[src/rtl/pwe_pkg.sv]
package pwe_pkg;

    localparam int ADDR_W = 15;
    localparam int DATA_W = 8;

    typedef enum logic [2:0] {
        ST_IDLE    = 3'd0,
        ST_UNLOCK  = 3'd1,
        ST_LOAD    = 3'd2,
        ST_POLL    = 3'd3,
        ST_RECOVER = 3'd4
    } pwe_state_e;

    // key sequence address for each of the three prefix steps
    function automatic logic [ADDR_W-1:0] key_addr(input logic [1:0] step);
        return (step == 2'd1) ? 15'h2AAA : 15'h5555;
    endfunction

    // key sequence data for each of the three prefix steps
    function automatic logic [DATA_W-1:0] key_data(input logic [1:0] step);
        case (step)
            2'd0:    return 8'hAA;
            2'd1:    return 8'h55;
            default: return 8'hA0;
        endcase
    endfunction

endpackage

[src/rtl/pwe_page_chk.sv]
module pwe_page_chk #(
    parameter int PAGE_BYTES = 128
) (
    input  logic [$clog2(PAGE_BYTES)-1:0] offset,
    input  logic [$clog2(PAGE_BYTES):0]   len,
    output logic                          fits
);
    localparam int OFF_W = $clog2(PAGE_BYTES);
    localparam int SUM_W = OFF_W + 2;

    logic [SUM_W-1:0] end_pos;

    // one past the last byte, measured from the start of the page
    assign end_pos = SUM_W'(offset) + SUM_W'(len);
    assign fits    = (len != '0) && (end_pos <= SUM_W'(PAGE_BYTES));
endmodule

[src/rtl/pwe_poll_eval.sv]
module pwe_poll_eval (
    input  logic datapoll,
    input  logic rd_bit7,
    input  logic rd_bit6,
    input  logic last_bit7,
    input  logic have_prev,
    input  logic prev_bit6,
    output logic ready
);
    logic tog_ready;
    logic dat_ready;

    assign tog_ready = have_prev && (rd_bit6 == prev_bit6);
    assign dat_ready = (rd_bit7 == last_bit7);
    assign ready     = datapoll ? dat_ready : tog_ready;
endmodule

[src/rtl/pwe_engine.sv]
module pwe_engine
    import pwe_pkg::*;
#(
    parameter int PAGE_BYTES = 128,
    parameter int LOAD_GAP   = 20,
    parameter int POLL_GAP   = 8,
    parameter int REC_CYC    = 1250,
    parameter int TMO_CYC    = 687500
) (
    input  logic              clk,
    input  logic              rst_n,
    input  logic              req_valid,
    output logic              req_ready,
    input  logic [14:0]       req_addr,
    input  logic [7:0]        req_len,
    input  logic              req_unlock,
    input  logic              req_datapoll,
    input  logic              src_valid,
    input  logic [7:0]        src_data,
    output logic              src_ready,
    output logic [14:0]       mem_addr,
    output logic [7:0]        mem_wdata,
    output logic              mem_we,
    output logic              mem_re,
    input  logic [7:0]        mem_rdata,
    output logic              done,
    output logic              err_page,
    output logic              err_tmo
);
    localparam int OFF_W    = $clog2(PAGE_BYTES);
    localparam int LEN_W    = OFF_W + 1;
    localparam int WAIT_MAX = (REC_CYC > LOAD_GAP) ?
                              ((REC_CYC > POLL_GAP) ? REC_CYC : POLL_GAP) :
                              ((LOAD_GAP > POLL_GAP) ? LOAD_GAP : POLL_GAP);
    localparam int WAIT_W   = $clog2(WAIT_MAX + 1);
    localparam int TMO_W    = $clog2(TMO_CYC + 1);

    typedef struct packed {
        pwe_state_e          st;
        logic [1:0]          step;
        logic [WAIT_W-1:0]   wt;
        logic [TMO_W-1:0]    tmo;
        logic [LEN_W-1:0]    left;
        logic [ADDR_W-1:0]   addr;
        logic [ADDR_W-1:0]   last_addr;
        logic                last_bit7;
        logic                datapoll;
        logic                have_prev;
        logic                prev_bit6;
        logic                rsamp;
        logic                we;
        logic                re;
        logic [ADDR_W-1:0]   maddr;
        logic [DATA_W-1:0]   mwdata;
        logic                done;
        logic                errp;
        logic                errt;
    } pwe_regs_t;

    pwe_regs_t r_q, r_d;
    logic      page_fits;
    logic      poll_ready;
    logic      unused_rd;

    assign unused_rd = ^mem_rdata[5:0];

    pwe_page_chk #(.PAGE_BYTES(PAGE_BYTES)) i_page_chk (
        .offset (req_addr[OFF_W-1:0]),
        .len    (req_len[LEN_W-1:0]),
        .fits   (page_fits)
    );

    pwe_poll_eval i_poll_eval (
        .datapoll  (r_q.datapoll),
        .rd_bit7   (mem_rdata[7]),
        .rd_bit6   (mem_rdata[6]),
        .last_bit7 (r_q.last_bit7),
        .have_prev (r_q.have_prev),
        .prev_bit6 (r_q.prev_bit6),
        .ready     (poll_ready)
    );

    always_comb begin
        r_d       = r_q;
        r_d.we    = 1'b0;
        r_d.re    = 1'b0;
        r_d.done  = 1'b0;
        r_d.errp  = 1'b0;
        r_d.errt  = 1'b0;
        r_d.rsamp = r_q.re;
        case (r_q.st)
            ST_IDLE: begin
                if (req_valid) begin
                    if (!page_fits) begin
                        r_d.errp = 1'b1;
                    end else begin
                        r_d.addr     = req_addr;
                        r_d.left     = req_len[LEN_W-1:0];
                        r_d.datapoll = req_datapoll;
                        r_d.step     = 2'd0;
                        r_d.wt       = '0;
                        r_d.st       = req_unlock ? ST_UNLOCK : ST_LOAD;
                    end
                end
            end
            ST_UNLOCK: begin
                if (r_q.wt != '0) begin
                    r_d.wt = r_q.wt - 1'b1;
                end else begin
                    r_d.we     = 1'b1;
                    r_d.maddr  = key_addr(r_q.step);
                    r_d.mwdata = key_data(r_q.step);
                    r_d.wt     = WAIT_W'(LOAD_GAP - 1);
                    if (r_q.step == 2'd2) r_d.st = ST_LOAD;
                    else                  r_d.step = r_q.step + 2'd1;
                end
            end
            ST_LOAD: begin
                if (r_q.wt != '0) begin
                    r_d.wt = r_q.wt - 1'b1;
                end else if (src_valid) begin
                    r_d.we        = 1'b1;
                    r_d.maddr     = r_q.addr;
                    r_d.mwdata    = src_data;
                    r_d.last_addr = r_q.addr;
                    r_d.last_bit7 = src_data[7];
                    r_d.addr      = r_q.addr + 1'b1;
                    r_d.left      = r_q.left - 1'b1;
                    r_d.wt        = WAIT_W'(LOAD_GAP - 1);
                    if (r_q.left == LEN_W'(1)) begin
                        r_d.st        = ST_POLL;
                        r_d.tmo       = '0;
                        r_d.have_prev = 1'b0;
                    end
                end
            end
            ST_POLL: begin
                r_d.tmo = r_q.tmo + 1'b1;
                if (r_q.rsamp) begin
                    r_d.have_prev = 1'b1;
                    r_d.prev_bit6 = mem_rdata[6];
                end
                if (r_q.rsamp && poll_ready) begin
                    r_d.st = ST_RECOVER;
                    r_d.wt = WAIT_W'(REC_CYC - 1);
                end else if (r_q.tmo == TMO_W'(TMO_CYC - 1)) begin
                    r_d.errt = 1'b1;
                    r_d.st   = ST_IDLE;
                end else if (r_q.wt != '0) begin
                    r_d.wt = r_q.wt - 1'b1;
                end else if (!r_q.re && !r_q.rsamp) begin
                    r_d.re    = 1'b1;
                    r_d.maddr = r_q.last_addr;
                    r_d.wt    = WAIT_W'(POLL_GAP - 1);
                end
            end
            ST_RECOVER: begin
                if (r_q.wt != '0) begin
                    r_d.wt = r_q.wt - 1'b1;
                end else begin
                    r_d.done = 1'b1;
                    r_d.st   = ST_IDLE;
                end
            end
            default: r_d.st = ST_IDLE;
        endcase
    end

    always_ff @(posedge clk) begin
        if (!rst_n) r_q <= '0;
        else        r_q <= r_d;
    end

    assign req_ready = (r_q.st == ST_IDLE);
    assign src_ready = (r_q.st == ST_LOAD) && (r_q.wt == '0);
    assign mem_addr  = r_q.maddr;
    assign mem_wdata = r_q.mwdata;
    assign mem_we    = r_q.we;
    assign mem_re    = r_q.re;
    assign done      = r_q.done;
    assign err_page  = r_q.errp;
    assign err_tmo   = r_q.errt;
endmodule

[config.mk]
export PLATFORM = sky130hd
export DESIGN_NAME = pwe_engine
export DESIGN_NICKNAME = d
export VERILOG_FILES = /design/src/rtl/pwe_pkg.sv /design/src/rtl/pwe_page_chk.sv /design/src/rtl/pwe_poll_eval.sv /design/src/rtl/pwe_engine.sv
export SDC_FILE = /design/constraint.sdc
export NUM_CORES = 1
export LEC_CHECK = 0
export BUFFER_PORTS_ARGS = -buffer_cell sky130_fd_sc_hd__buf_2
export CORE_ASPECT_RATIO = 0.7
export CORE_MARGIN = 3
export CORE_UTILIZATION = 25
export CTS_CLUSTER_SIZE = 12
export DETAILED_ROUTE_END_ITERATION = 12
export PLACE_DENSITY = 0.42
export SLEW_MARGIN = 20
export SYNTH_ARGS = -nofsm -noshare
export SYNTH_HDL_FRONTEND = slang
export SYNTH_HIERARCHICAL = 1
export SYNTH_SLANG_ARGS = --single-unit
[constraint.sdc]
create_clock -name clk -period 5.3 [get_ports clk]
set_input_delay 1.06 -clock clk [delete_from_list [all_inputs] [get_ports clk]]
set_output_delay 1.06 -clock clk [all_outputs]
set_load 0.01 [all_outputs]
# Word level (Yosys, flattened, before mapping)
# Index checks and enable logic that the tools add are counted.
dict set report classes {
  bitwise_logic 3
  n_eq_ne 29
  magnitude_cmp 1
  shifts 0
  div_mod_pow 0
  n_mux 52
  reduce_logical 33
  n_addsub 6
  mul 0
}
# operator count
set ops {}
lappend ops {{$mux W23} 5}
lappend ops {{$mux W11} 7}
lappend ops {{$mux W70} 1}
lappend ops {{$mux W15} 4}
lappend ops {{$mux W59} 1}
lappend ops {{$pmux W11 S5} 1}
lappend ops {{$mux W16} 3}
lappend ops {{$pmux W23 S2} 1}
lappend ops {{$pmux W15 S3} 1}
lappend ops {{$pmux W20 S2} 1}
lappend ops {{$pmux W8 S2} 2}
lappend ops {{$ne A2 B2 Y1 const B} 14}
lappend ops {{$mux W3} 7}
lappend ops {{$add A20 B1 Y20 const B} 1}
lappend ops {{$eq A20 B20 Y1 const B} 1}
lappend ops {{$mux W20} 1}
lappend ops {{$add A15 B1 Y15 const B} 1}
lappend ops {{$pmux W3 S5} 1}
lappend ops {{$reduce_and A5 Y1} 3}
lappend ops {{$logic_not A11 Y1} 1}
lappend ops {{$reduce_bool A11 Y1} 1}
lappend ops {{$sub A11 B1 Y11 const B} 1}
lappend ops {{$add A7 B8 Y9} 1}
lappend ops {{$le A9 B8 Y1 const B} 1}
lappend ops {{34 further kinds} 63}
dict set report word_totals {
  ramBits 0
  input_bits 45
  ff_bits 107
  elab_cells 143
  romBits 0
  latch_bits 0
  n_memories 0
}

# Logic depth before layout (Yosys ltp)
# Gate-level depths: netlist of the first run.
dict set report depth {
  ltp_word 7
  ltp_mapped 15
}

# Cells and area by module
# Netlist of the first run, hierarchy kept.
# module n_inst seq_area_each_um2 cells_each area_per_inst_um2
set by_module_without_submodules {}
lappend by_module_without_submodules {pwe_engine 1 2142.1 703 5516.5}
lappend by_module_without_submodules {pwe_page_chk 1 0.0 46 357.8}
lappend by_module_without_submodules {pwe_poll_eval 1 0.0 4 32.5}

# Worst setup path after synthesis of the first run
# Ideal clock, no wire load.
dict set report synth_timing {
  kind {in2reg}
  start {input req_addr[0]}
  end {register r_q[70] (netlist bit)}
  setup_time_ns 0.131
  cell_stages 15
  arrival_time_ns 3.677
  t_required_ns 5.169
  slack_ns 1.492
  cell_sequence {ha_1 > fa_1 > and3_1 > o2111a_1 > o22ai_2 > inv_2 > o41ai_2 > nand2_1 > o211ai_1 > o21a_1 > buf_4 > buf_4 > o21ai_0 > nand3_1 > o31ai_1}
}
dict set report synth_between {
  elab_chain_cells 5
}
# element line_no
set synth_lines {}
lappend synth_lines {{start: declaration} pwe_engine.sv:14} ;# input logic [14:0] req_addr,
lappend synth_lines {{$add A7 B8 Y9} pwe_page_chk.sv:14} ;# assign end_pos = SUM_W'(offset) + SUM_W'(len);
lappend synth_lines {{$le A9 B8 Y1} pwe_page_chk.sv:15} ;# assign fits = (len != '0) && (end_pos <= SUM_W'(PAGE_BYTES));
lappend synth_lines {{$logic_and A1 B1 Y1} pwe_page_chk.sv:15}
lappend synth_lines {{named net page_fits} pwe_engine.sv:61} ;# logic page_fits;
lappend synth_lines {{$ne A2 B1 Y1 (no line)} n/a}
lappend synth_lines {{$reduce_and A5 Y1 (no line)} n/a}
lappend synth_lines {{end signal: assignment} pwe_engine.sv:171} ;# else r_q <= r_d;
lappend synth_lines {{end: declaration} pwe_engine.sv:60} ;# pwe_regs_t r_q, r_d;
# The timed path passes the listed nets, and every way through them passes these cells.
# A chain may end at the register's enable or synchronous reset.

# Final worst setup path of the first run
dict set report layout_timing {
  start {input req_len[0]}
  end {register r_q[65] (netlist bit)}
}
dict set report layout_between {
  elab_chain_cells 5
  word_cells_on_any_way 6
  cone_classes {add/sub (1); order compare (1); eq/ne (1); reduce/logical (3)}
}
# element line_no
set layout_lines {}
lappend layout_lines {{start: declaration} pwe_engine.sv:15} ;# input logic [7:0] req_len,
lappend layout_lines {{$add A7 B8 Y9} pwe_page_chk.sv:14}
lappend layout_lines {{$le A9 B8 Y1} pwe_page_chk.sv:15}
lappend layout_lines {{$logic_and A1 B1 Y1 *} pwe_page_chk.sv:15}
lappend layout_lines {{named net page_fits} pwe_engine.sv:61}
lappend layout_lines {{$ne A2 B1 Y1 (no line) *} n/a}
lappend layout_lines {{$reduce_and A5 Y1 (no line) *} n/a}
# The timed path passes the listed nets; every way through them passes the cells marked *.

==> metrics list, run 1 <==
* Vias in the first global route: 5077
* Final clock period utilization by the worst path: 77.8%
* Leakage power of the design: 0.00249 µW
- Critical path, cell by cell: buf_2 -> ha_1 -> fa_1 -> and3_1 -> o2111a_1 -> o22ai_2 -> inv_2 -> o41ai_2 -> nand2_1 -> o211ai_1 -> o21a_1 -> buf_4 -> o21ai_0 -> a22oi_1 -> nor2_1
* Worst flop-to-flop path startpoint: r_q[97]$_SDFFE_PN0P_
- The worst-case IR drop observed on VDD is 0.000174 V.
* Max Clock Freq: 243 MHz
- Across every metal layer, demand over resource in global routing totals 14.1%.
- Dividing the detail-routed wire length by the instance count gives 16.5 µm.
* Wire length of the first global-routing pass: 28800 µm
- The initial utilization of the core area, before any placement, comes to 25.8%.
* Slowest stage delay, CP: 0.51 ns
- Leading cell type in the layout, fill and taps excluded: sky130_fd_sc_hd__dfxtp_1
- Register-to-register setup slack: 1.76 ns
- Measured against its own limit, the worst slew margin works out to 34.4%.
- Average vias per placed instance: 4.97
* Worst endpoint required time: 5.53 ns
- TNS Setup: 0 ns
- Entering global routing, the biggest net connects 37 pins.
- For the pin with the worst max-slew slack, the measured transition is 0.976 ns.
* Full die area: 25500 µm²
* Net count after synthesis: 816
* Fraction of layout cells with a size suffix above 1: 14.1%
* Cell depth of the worst flop-to-flop path: 5
- In this run the deepest clock path goes through 2 buffers.
- Final setup margin: 1.18 ns
- Main flop type after synthesis: sky130_fd_sc_hd__dfxtp_1
* Worst Hold Path Cells: 2
- Summing over every cut layer, the via total after detailed routing is 5417.
- The clock reaches the later pin of the worst-skew pair after 0.37 ns.
- Top-level port count: 75
- Setup crit end kind: flop
- Min Tclk post-route: 4.12 ns
* Cells after Synth: 753
* Routability congestion estimate from global placement: 0.765
- Number of antenna violations at the first check in global routing: 0
- Final setup violation count: 0
- The critical path contains buffers and inverters numbering 3 combined.
- The net count of the finished layout is 836.
* DRC viols: 0
* Most frequent cells in the layout: sky130_fd_sc_hd__dfxtp_1, sky130_fd_sc_hd__nand2_1, sky130_fd_sc_hd__nor2_1
* Die height: 135 µm
- In this run the core area contains 46 standard-cell rows.
- Along the worst path, the maximum fanout reaches 27.
* Number of filler cells placed in the layout: 2587
* Die width: 190 µm
- For this design the ratio of total power to cell area is 321 nW/µm².
- Setup skew after layout: 0.0175 ns
- Final-report hold violation count: 0
- The path with the worst hold slack has its endpoint at r_q[35]$_SDFFE_PN0P_.
* Layout Utilization: 28.9%
* Path type of the worst min-delay path: reg -> reg
- Slowest stage cell on the critical path: sky130_fd_sc_hd__o41ai_2
* Number of max-cap violations: 0
- # diodes: 0
- Critical path start-end classification: in -> reg
* CP arrival: 4.36 ns
* Status: completed
- In this run, synthesis inferred 0 flip-flops with an integrated enable.
- Summed over all layers, the global routing overflow is 0.
* Yosys warning count: 6
* Total Wirelength: 18000 µm
- Post-Synthesis Cell Area: 5910 µm²
- Number of buffers inserted to repair setup after CTS: 0
- The first detailed-routing pass took 5 iterations.
- Number of pins exceeding their max-slew limit in the final report: 0
- Prior to clock tree synthesis, the placed netlist has a worst setup slack of 0.799 ns.
- Violation count after the first detailed-route iteration: 334
- Count of cells resized by post-cts repair: 0
- In this run the critical register-to-register path is captured at mem_addr[13]$_SDFFE_PN0P_.
* Avg Cell Area, Syn: 7.84 µm²
- Register area share after synthesis: 36.3%
* CTS root buf: sky130_fd_sc_hd__clkbuf_16
- Antenna-violating nets left: 0
- Cts bufs inserted: 9
- STA classifies the critical path startpoint as an input pin.
- The synthesized design contains 107 register bits.
* Clk pin slew, worst setup/hold paths: 0.08 ns
* Clock Sinks: 107
- TritonCTS built the clock tree.
* Total of hold buffers inserted after clock tree synthesis: 0
- The core region is 22900 µm².
* Worst min-delay path startpoint: r_q[35]$_SDFFE_PN0P_
- Setup repair after global routing left no endpoint under its margin.
* Yosys cell types: 68
* H-tree level count: 3
- Family with the most delay on the worst path: compound AO/OA/AOI/OAI gates
- The HPWL after detailed placement is 12800 µm.
- Area added between synthesis and finish: 12.3%
- In the synthesized netlist the async set-or-reset flop fraction comes to 0%.
- Count of buffers from port buffering: 68
## cells by family (layout without fill, tap and decap cells)
family                     Yosys count  after routing  synth area share [%]
DFF                                107            107                  36.3
and+or+nand+nor                    290            290                  24.1
adders and majority gates           18             18                  3.94
AOI/OAI and AO/OA                  226            226                  24.3
buffers and inverters               84            109                  7.27
xor gates and xnor gates            27             27                  4.00
muxes                                1              1                 0.191
## per-layer routing
layer | global-route usage [%] | routed length, µm
met3 | 3.32 | 933
met4 | 2.42 | 84
met2 | 19.8 | 7190
met5 | 0 | 0
met1 | 22.1 | 9810
## metrics by stage
stage	instances	cell area (µm²)	power, µW	hold slack (ns)
floorplan	753	5910	1340	0.429
global placement	1074	6350	1470	0.440
detailed placement	1074	6350	1470	0.445
CTS	1090	6630	2160	0.454
global route	1090	6630	2260	0.480
finish	1090	6630	2130	0.453
## registers in the layout, summed over array words and instances, names as in the netlist
name / count
r_q: 79
mem_addr: 15
mem_wdata: 8
done: 1
err_page: 1
err_tmo: 1
mem_re: 1
mem_we: 1
## cells in the mapped netlist, drive strengths merged (2+ instances only)
cell     instances  share of area [%]
o41ai            3               0.57
a221oi           5               0.74
xor2            22                3.3
dfxtp          107                 36
nor4             9                1.2
and4             6               0.89
a22oi           24                3.1
a211oi           9                1.1
a22o             7                1.0
and2             8               0.85
a311oi           4               0.59
o32ai            4               0.59
nand2           95                6.0
clkbuf          33                2.1
or3              5               0.53
nand2b           6               0.64
o22ai            2               0.32
or4              6               0.76
inv             15               0.95
a21oi           69                5.9
nand4b           2               0.30
xnor2            5               0.74
o31a             4               0.59
nor2b            6               0.64
nand3           24                2.1
nor3            22                1.9
nand4           13                1.4
and3b            2               0.30
o2111ai          2               0.30
o21a             3               0.38
a21o             2               0.25
nand3b           2               0.25
and3             7               0.74
a31oi            4               0.42
buf             36                4.2
nor4bb           2               0.34
o31ai            4               0.51
o21ai           67                5.9
nor2            71                4.6
o211ai           6               0.76
ha              17                3.6
## worst max-delay path by stage
stage / startpoint / slack [ns] / depth (start not counted) / to
6_report: req_len[0] / 1.18 / 15 / r_q[65]$_SDFFE_PN0P_
4_1_cts: req_len[0] / 1.18 / 15 / r_q[65]$_SDFFE_PN0P_
5_1_grt: req_len[0] / 0.89 / 14 / r_q[59]$_SDFFE_PN0P_
2_1_floorplan: req_addr[0] / 1.49 / 15 / r_q[70]$_SDFFE_PN0P_
3_3_place_gp: req_len[0] / 0.81 / 15 / r_q[66]$_SDFFE_PN0P_
3_5_place_dp: req_len[0] / 0.80 / 15 / r_q[65]$_SDFFE_PN0P_
## area by class of cell
type / count / area, µm² / share of cell area [%]
timing repair buffer: 78 / 415 / 6.26
clock inverter: 6 / 55.1 / 0.830
tap: 312 / 390 / 5.89
inverter: 15 / 56.3 / 0.849
clock buffer: 10 / 229 / 3.45
sequential: 107 / 2140 / 32.3
multi-input combinational: 562 / 3340 / 50.4
## power breakdown
| group | total (µW) | internal [µW] | switching [µW] |
|---|---|---|---|
| clock network | 677 | 330 | 347 |
| logic | 510 | 182 | 329 |
| registers | 943 | 873 | 70.2 |
| total | 2130 | 1390 | 745 |
## worst register-to-register path, stage by stage (launching register included)
cell and delay (ns):
sky130_fd_sc_hd__dfxtp_1 0.37, sky130_fd_sc_hd__or4_1 0.74, sky130_fd_sc_hd__or3_1 0.73, sky130_fd_sc_hd__a21oi_2 0.79
sky130_fd_sc_hd__a21boi_2 0.62, sky130_fd_sc_hd__a21oi_1 0.15
No activity file was read; power rests on OpenSTA's default activity.
==> run 2: changes to the inputs <==
--- a/config.mk
+++ b/config.mk
@@ -11,7 +11,7 @@
 export CORE_UTILIZATION = 25
 export CTS_CLUSTER_SIZE = 12
 export DETAILED_ROUTE_END_ITERATION = 12
-export PLACE_DENSITY = 0.42
+export PLACE_DENSITY = 0.43
 export SLEW_MARGIN = 20
 export SYNTH_ARGS = -nofsm -noshare
 export SYNTH_HDL_FRONTEND = slang
==> constraint.sdc (replaced) <==
create_clock -name clk -period 3.4 [get_ports clk]
set_input_delay 0.68 -clock clk [delete_from_list [all_inputs] [get_ports clk]]
set_output_delay 0.68 -clock clk [all_outputs]
set_load 0.01 [all_outputs]
==> run 2 against run 1 <==
First-iteration DRC count grew 8.7%. Critical endpoint unchanged. Worst hold slack lost 0.00064 ns. Clock-buffer cell count is the same. Non-clock buffer count rose by 38. Largest cell class unchanged. Global-route usage shrank 0.28 points. Wire length is 1.6% higher. Via count up 2.4%. Clock skew fell by 0.00058 ns. Worst setup slack got worse by 1.1 ns. Combinational power increased by 92%. Critical path type unchanged. Final cell count is 3.5% higher.
==> metrics list, run 2 (synthesis results as in run 1) <==
- The slowest stage of the critical path is the sky130_fd_sc_hd__fa_2 cell.
- VDD IR max: 0.000242 V (+39%)
- Final-report hold violation count: 0 (unchanged)
- The layer flagged by global routing as most heavily used is met1.
- The met3 track demand over resource in global routing was 2.83% (-0.49 points).
* Worst endpoint required time: 3.63 ns (-1.90 ns)
- The DRC violations left is 0 (unchanged).
- The largest net degree at the start of global routing was 37 (unchanged).
* Most frequent cells in the layout: sky130_fd_sc_hd__dfxtp_1, sky130_fd_sc_hd__nand2_1, sky130_fd_sc_hd__nor2_1
- The post-route standard cell area excluding fillers was 7120 µm² (+7.3%).
- Core Box Area: 22900 µm² (unchanged)
- RSZ-0062 raised after global routing: true
* Number of antenna violations at the first check in global routing: 0 (unchanged)
- The switching power is 1210 µW (+62%).
- The detailed placement HPWL is 13100 µm (+3.1%).
* Max FFs per register: 79 (unchanged)
- For this run, the top clock speed supported by timing is 301 MHz.
* Average vias per placed instance: 4.92 (-1.1%)
- The vertical extent of the die came to 135 µm (unchanged).
- The measured slew at the worst slew-check pin is 0.744 ns (-0.232 ns).
- Number of max-cap violations: 0 (unchanged)
- Status: completed
- Global-route usage over all layers: 13.9% (-0.28 points)
- Clk pin slew, worst setup/hold paths: 0.08 ns (about the same)
- Slowest stage delay, CP: 0.37 ns (-0.14 ns)
- The global placer's final weighted congestion is 0.765 (about the same).
- Die width: 190 µm (unchanged)
- The total CTS buffers was 9 (unchanged).
* Met2 Resource Use GR: 18.8% (-1.0 points)
- STA classifies the critical path endpoint as a flop.
* Final clock period utilization by the worst path: 97.7%
- Highest fanout seen on the critical path: 6 (-78%)
- The worst-case clock skew was 0.0169 ns (-0.000581 ns).
- The number of slew-limit violations in the final report was 0 (unchanged).
- Top reg by flops: r_q
* Worst slew slack as a fraction of its limit: 50.4% (+16 points)
- The CTS sink count was 107 (unchanged).
* Area added between synthesis and finish: 20.5%
- The hold buffer count at cts was 0 (unchanged).
- The clock network power share was 30.4% (-1.4 points).
* Critical path start-end classification: in -> reg
- Leading cell type in the layout, fill and taps excluded: sky130_fd_sc_hd__dfxtp_1
- The worst setup path is launched from an input pin.
- Largest buffer count on any clock path: 2 (unchanged)
- The wire length after detailed routing is 18300 µm (+1.6%).
- Via total after detailed routing: 5546 (+2.4%)
- Per-cell routed wire length: 16.2 µm (-1.8%)
- Clock tree synthesis selected as its root buffer the cell sky130_fd_sc_hd__clkbuf_16.
- Cell Area, Placed: 6670 µm² (+5.0%)
* Sequential share of power: 41.8% (-2.5 points)
- The share of post-route cells with drive strength above 1 was 19.9% (+5.7 points).
- The length of the first detailed-routing pass in iterations was 5 (unchanged).
- Full die area: 25500 µm² (unchanged)
- Initial core utilization: 25.8% (unchanged)
- CP arrival: 3.55 ns (-0.81 ns)
- H-tree level count: 3 (unchanged)
- The fraction of power spent switching nets is 34.3% (-0.66 points).
- The reported leakage power is 0.00274 µW (+9.8%).
- Vias in the first global route: 5083 (+0.12%)
- Traced cell by cell, the critical path runs through buf_8 -> ha_4 -> fa_2 -> and3_4 -> o2111a_1 -> o22ai_2 -> inv_2 -> o41ai_4 -> nand2_1 -> o211ai_1 -> o21a_2 -> buf_12 -> o21ai_1 -> a22oi_1 -> nor2_1.
- The antenna cell count came to 0 (unchanged).
- Count of buffers from port buffering: 68 (unchanged)
- CTS tree: yes
* Layout Utilization: 31.1% (+2.1 points)
- The post-CTS setup-driven buffer insertion count came to 0 (unchanged).
* Violation count after the first detailed-route iteration: 363 (+8.7%)
- The global-route congestion overflow total was 0 (unchanged).
* P_int: 2310 µW (+67%)
* GRT met1 Usage: 22.5% (+0.40 points)
- Top-level port count: 75 (unchanged)
- Power density over cell area: 494 nW/µm² (+54%)
- The routed design could run at a clock period as short as 3.32 ns.
- Wire length of the first global-routing pass: 28600 µm (-0.62%)
- Comb pwr share: 27.8% (+3.8 points)
- The worst hold path belongs to the class reg -> reg.
- The remaining antenna violation count after routing came to 0 (unchanged).
- Insertion delay of the later-clocked pin in the worst-skew pair: 0.35 ns (-0.02 ns)
* Row count: 46 (unchanged)
* Final setup violation count: 0 (unchanged)
* Number of nets in the layout: 874 (+4.5%)
[run 2: changes by cell type in the layout (fill, tap and decap cells not counted), moves of 2 or more]
| cell | before | now |
|---|---|---|
| sky130_fd_sc_hd__clkinvlp_4 | 2 | 0 |
| sky130_fd_sc_hd__buf_4 | 10 | 42 |
| sky130_fd_sc_hd__a22oi_2 | 0 | 2 |
| sky130_fd_sc_hd__clkbuf_16 | 9 | 11 |
| sky130_fd_sc_hd__a22oi_1 | 24 | 22 |
| sky130_fd_sc_hd__o21ai_0 | 63 | 56 |
| sky130_fd_sc_hd__buf_6 | 0 | 2 |
| sky130_fd_sc_hd__buf_12 | 0 | 3 |
| sky130_fd_sc_hd__buf_2 | 68 | 66 |
| sky130_fd_sc_hd__o21ai_1 | 2 | 6 |
| sky130_fd_sc_hd__a21oi_1 | 68 | 66 |
| sky130_fd_sc_hd__a21oi_2 | 1 | 3 |
| sky130_fd_sc_hd__o21ai_4 | 1 | 3 |
[run 2: worst paths after layout]
path                                           start                    to  slack [ns]  cells past startpoint
worst max-delay path                      req_len[0]  r_q[65]$_SDFFE_PN0P_        0.08                     15
worst min-delay path            r_q[39]$_SDFFE_PN0P_  r_q[39]$_SDFFE_PN0P_        0.45                      2
worst max register to register  r_q[97]$_SDFFE_PN0P_  r_q[65]$_SDFFE_PN0P_        0.63                      9
worst min register to register  r_q[39]$_SDFFE_PN0P_  r_q[39]$_SDFFE_PN0P_        0.45                      2
[run 2: layout make-up]
type / count / area (µm²)
multi-input cells: 562 / 3430
clock inverters: 6 / 62.6
clock buffers: 10 / 239
inverters: 15 / 56.3
flip-flops and latches: 107 / 2140
fillers: 2497 / 15800
repair buffers: 116 / 793
well taps: 312 / 390
[run 2: stage by stage]
stage               hold WS (ns)  setup slack [ns]  setup TNS, ns  instances  power [µW]
global route               0.469           -0.0412         -0.274       1128        3730
detailed placement         0.444            -0.348          -9.33       1110        2390
global placement           0.438            -0.334          -9.05       1110        2400
finish                     0.453            0.0784              0       1128        3520
floorplan                  0.429            0.0581              0        753        2090
CTS                        0.454            0.0180              0       1126        3470
[run 2: repair_timing]
item	in CTS	in global routing
resized for setup	1	29
endpoints found under the setup margin	1	31
gates cloned	0	2
pin swaps	0	20
[run 2: worst max-delay path, delay by kind of cell]
kind,cells,cell delay [ns]
AOI/OAI and AO/OA,7,1.66
adders and majority gates,2,0.53
buffers and inverters,3,0.33
and+or+nand+nor,3,0.34
[run 2: power groups by stage]
| stage | Combinational, µW | Sequential, µW | Clock, µW |
|---|---|---|---|
| 6_report | 977 | 1470 | 1070 |
| 5_1_grt | 1090 | 1490 | 1150 |
| 4_1_cts | 899 | 1470 | 1100 |
| 3_5_place_dp | 894 | 1500 | 0 |
| 3_3_place_gp | 899 | 1500 | 0 |
| 2_1_floorplan | 638 | 1460 | 0 |
[run 2: metal layers]
layer | up-vias | wire length, µm
met5 | - | 0
met2 | 95 | 7070
met3 | 9 | 751
met1 | 2624 | 10400
li1 | 2818 | -
met4 | 0 | 132
==> run 3: changes to the inputs <==
--- a/config.mk
+++ b/config.mk
@@ -5,7 +5,7 @@
 export SDC_FILE = /design/constraint.sdc
 export NUM_CORES = 1
 export LEC_CHECK = 0
-export BUFFER_PORTS_ARGS = -buffer_cell sky130_fd_sc_hd__buf_2
+export BUFFER_PORTS_ARGS = -buffer_cell sky130_fd_sc_hd__buf_4
 export CORE_ASPECT_RATIO = 0.7
 export CORE_MARGIN = 3
 export CORE_UTILIZATION = 25
==> run 3 against run 2 <==
Via count up 1.0%. Clock skew down 0.0039 ns. Clock-buffer cell count unchanged. Die area unchanged. Utilization up 0.68 points. Combinational power about the same. Clock power about the same. First-iteration DRC count up 15%.
==> metrics list, run 3 (synthesis results as in run 1) <==
- In this run the worst hold path is classified as reg -> reg.
- Cts bufs inserted: 9 (unchanged)
- The floorplan die width is 190 µm (unchanged).
- Min Tclk post-route: 3.21 ns (-0.116 ns)
- The length of the first detailed-routing pass in iterations is 5 (unchanged).
* Max Clock Freq: 312 MHz (+3.6%)
* Setup crit end kind: flop
* Leading cell type in the layout, fill and taps excluded: sky130_fd_sc_hd__buf_4
* Vias in the first global route: 5191 (+2.1%)
- Violation count after the first detailed-route iteration: 419 (+15%)
- The post-route fraction of the period consumed by the critical path was 94.3% (-3.4 points).
- Average vias per placed instance: 4.95 (+0.65%)
- The vertical extent of the die came to 135 µm (unchanged).
* Wire length of the first global-routing pass: 29300 µm (+2.4%)
* Slowest stage delay, CP: 0.38 ns (about the same)
- H-tree level count: 3 (unchanged)
* Fraction of layout cells with a size suffix above 1: 19.5% (-0.34 points)
- The clock transition at the register clock pins on the worst setup and hold paths after CTS is 0.09 ns (about the same).
* Via total after detailed routing: 5602 (+1.0%)
* Critical path start-end classification: in -> reg
- The number of maximum-capacitance violations is 0 (unchanged).
* Pre-CTS worst setup slack: -0.369 ns (-0.0209 ns)
- The areal power density over the cells came to 489 nW/µm² (-1.1%).
- The DRC violations left is 0 (unchanged).
* Number of filler cells placed in the layout: 2485 (-0.48%)
- The site row count is 46 (unchanged).
- The critical path data required time came to 3.64 ns (about the same).
* RSZ-0062 raised after global routing: false
* Count of buffers from port buffering: 68 (unchanged)
- The number of antenna violations at the first check in global routing came to 0 (unchanged).
* Insertion delay of the later-clocked pin in the worst-skew pair: 0.36 ns (about the same)
- Status: completed
- The buffer depth of the longest clock path was 2 (unchanged).
- Initial core utilization: 25.8% (unchanged)
- The signal arrival time at the worst endpoint is 3.45 ns (-0.10 ns).
- The slowest stage of the critical path belongs to the cell sky130_fd_sc_hd__o41ai_4.
* Leakage power of the design: 0.00279 µW (+1.7%)
* VDD IR max: 0.000283 V (+17%)
- Per-cell routed wire length: 16.3 µm (+0.58%)
* Core Box Area: 22900 µm² (unchanged)
- Area added between synthesis and finish: 23.1%
- The global placer's final weighted congestion was 0.774 (+1.2%).
* Cell Area, Placed: 6860 µm² (+3.0%)
- The CTS sink count was 107 (unchanged).
- Total Wirelength: 18500 µm (+0.94%)
- CTS root buf: sky130_fd_sc_hd__clkbuf_16
* Post-detailed-placement half-perimeter wirelength: 13200 µm (+0.31%)
- Critical path, cell by cell: buf_4 -> ha_4 -> fa_2 -> and3_4 -> o2111a_1 -> o22ai_2 -> inv_2 -> o41ai_4 -> nand2_1 -> o211ai_1 -> buf_4 -> o21a_4 -> buf_12 -> o21ai_1 -> a22oi_1 -> nor2_1
- The maximum fanout along the worst path is 6 (unchanged).
* GRT overflow: 0 (unchanged)
- Final setup margin: 0.194 ns (+0.116 ns)
* Final-report hold violation count: 0 (unchanged)
- The number of slew-limit violations in the final report is 0 (unchanged).
* Top-level port count: 75 (unchanged)
* # diodes: 0 (unchanged)
- Total of hold buffers inserted after clock tree synthesis: 0 (unchanged)
- The area of combinational cells with multiple inputs came to 3410 µm² (-0.80%).
- Global-route usage over all layers: 14.3% (+0.40 points)
- Worst slew slack as a fraction of its limit: 60.9% (+11 points)
* Kind of start point of the critical path: input pin
- Max FFs per register: 79 (unchanged)
- The worst-case clock skew came to 0.0130 ns (-0.00389 ns).
* Buffer and inverter count on the worst path: 4 (+1)
* Top reg by flops: r_q
- Antenna-violating nets left: 0 (unchanged)
- Final setup violation count: 0 (unchanged)
- Counting stages on the worst path, the most repeated cell is sky130_fd_sc_hd__buf_4.
* Pwr Total: 3550 µW (+1.0%)
- Number of nets in the layout: 878 (+0.46%)
- TritonCTS built the clock tree.
- In the layout the commonest cells are sky130_fd_sc_hd__buf_4, sky130_fd_sc_hd__dfxtp_1, sky130_fd_sc_hd__nand2_1.
- The post-route standard cell area excluding fillers was 7270 µm² (+2.2%).
* Register cell area after layout: 2140 µm² (unchanged)
- Full die area: 25500 µm² (unchanged)
* Maximum number of pins on one net before global-route repair: 37 (unchanged)
- The measured slew at the worst slew-check pin came to 0.582 ns (-0.162 ns).
- Family with the most delay on the worst path: compound AO/OA/AOI/OAI gates
[run 3: worst min-delay path: stages (launching register included)]
cell and delay (ns):
sky130_fd_sc_hd__dfxtp_1 0.31, sky130_fd_sc_hd__nand2_1 0.05, sky130_fd_sc_hd__a21oi_1 0.05
[run 3: report_power, final]
group          total, µW  internal, µW  leakage (µW)  switching (µW)
clock               1070           522      0.000143             545
combinational       1010           454       0.00177             557
sequential          1470          1360      0.000868             113
total               3550          2340       0.00279            1220
[run 3: repair_timing]
item                                    in CTS  in global routing
cloned                                       0                  2
setup buffers                                0                  2
pin swaps                                    0                 11
endpoints found under the setup margin       1                 35
resized for setup                            1                 11
[run 3: final cells by class]
type / instances / area share [%]
Clock buffer: 10 / 3.15
Clock inverter: 6 / 0.860
Inverter: 15 / 0.774
Multi-Input combinational cell: 562 / 46.8
Sequential cell: 107 / 29.5
Tap cell: 312 / 5.37
Timing Repair Buffer: 120 / 13.6
[run 3: stage by stage]
| step | setup TNS, ns | hold slack [ns] | utilization [%] | std cells |
|---|---|---|---|---|
| after floorplan | 0 | 0.429 | - | 753 |
| after global placement | -9.84 | 0.439 | 30.0 | 1112 |
| after detailed placement | -9.55 | 0.444 | 30.0 | 1112 |
| after CTS | 0 | 0.453 | 31.2 | 1128 |
| after global routing | 0 | 0.470 | 31.7 | 1132 |
| final | 0 | 0.452 | 31.7 | 1132 |
[run 3: final timing paths]
check	slack, ns	cells after the start	endpoint	startpoint
min	0.45	2	r_q[41]$_SDFFE_PN0P_	r_q[41]$_SDFFE_PN0P_
min reg2reg	0.45	2	r_q[41]$_SDFFE_PN0P_	r_q[41]$_SDFFE_PN0P_
max	0.19	16	r_q[66]$_SDFFE_PN0P_	req_len[0]
max reg2reg	0.70	6	r_q[87]$_SDFFE_PN0P_	r_q[93]$_SDFFE_PN0P_
[run 3: metal layers]
metal / global-route usage [%] / vias to the layer above / wire length, µm
met1: 23.3 / 2636 / 10500
met4: 2.42 / 0 / 128
met2: 19.4 / 129 / 7020
li1: - / 2825 / -
met3: 2.34 / 12 / 813
met5: 0 / - / 0
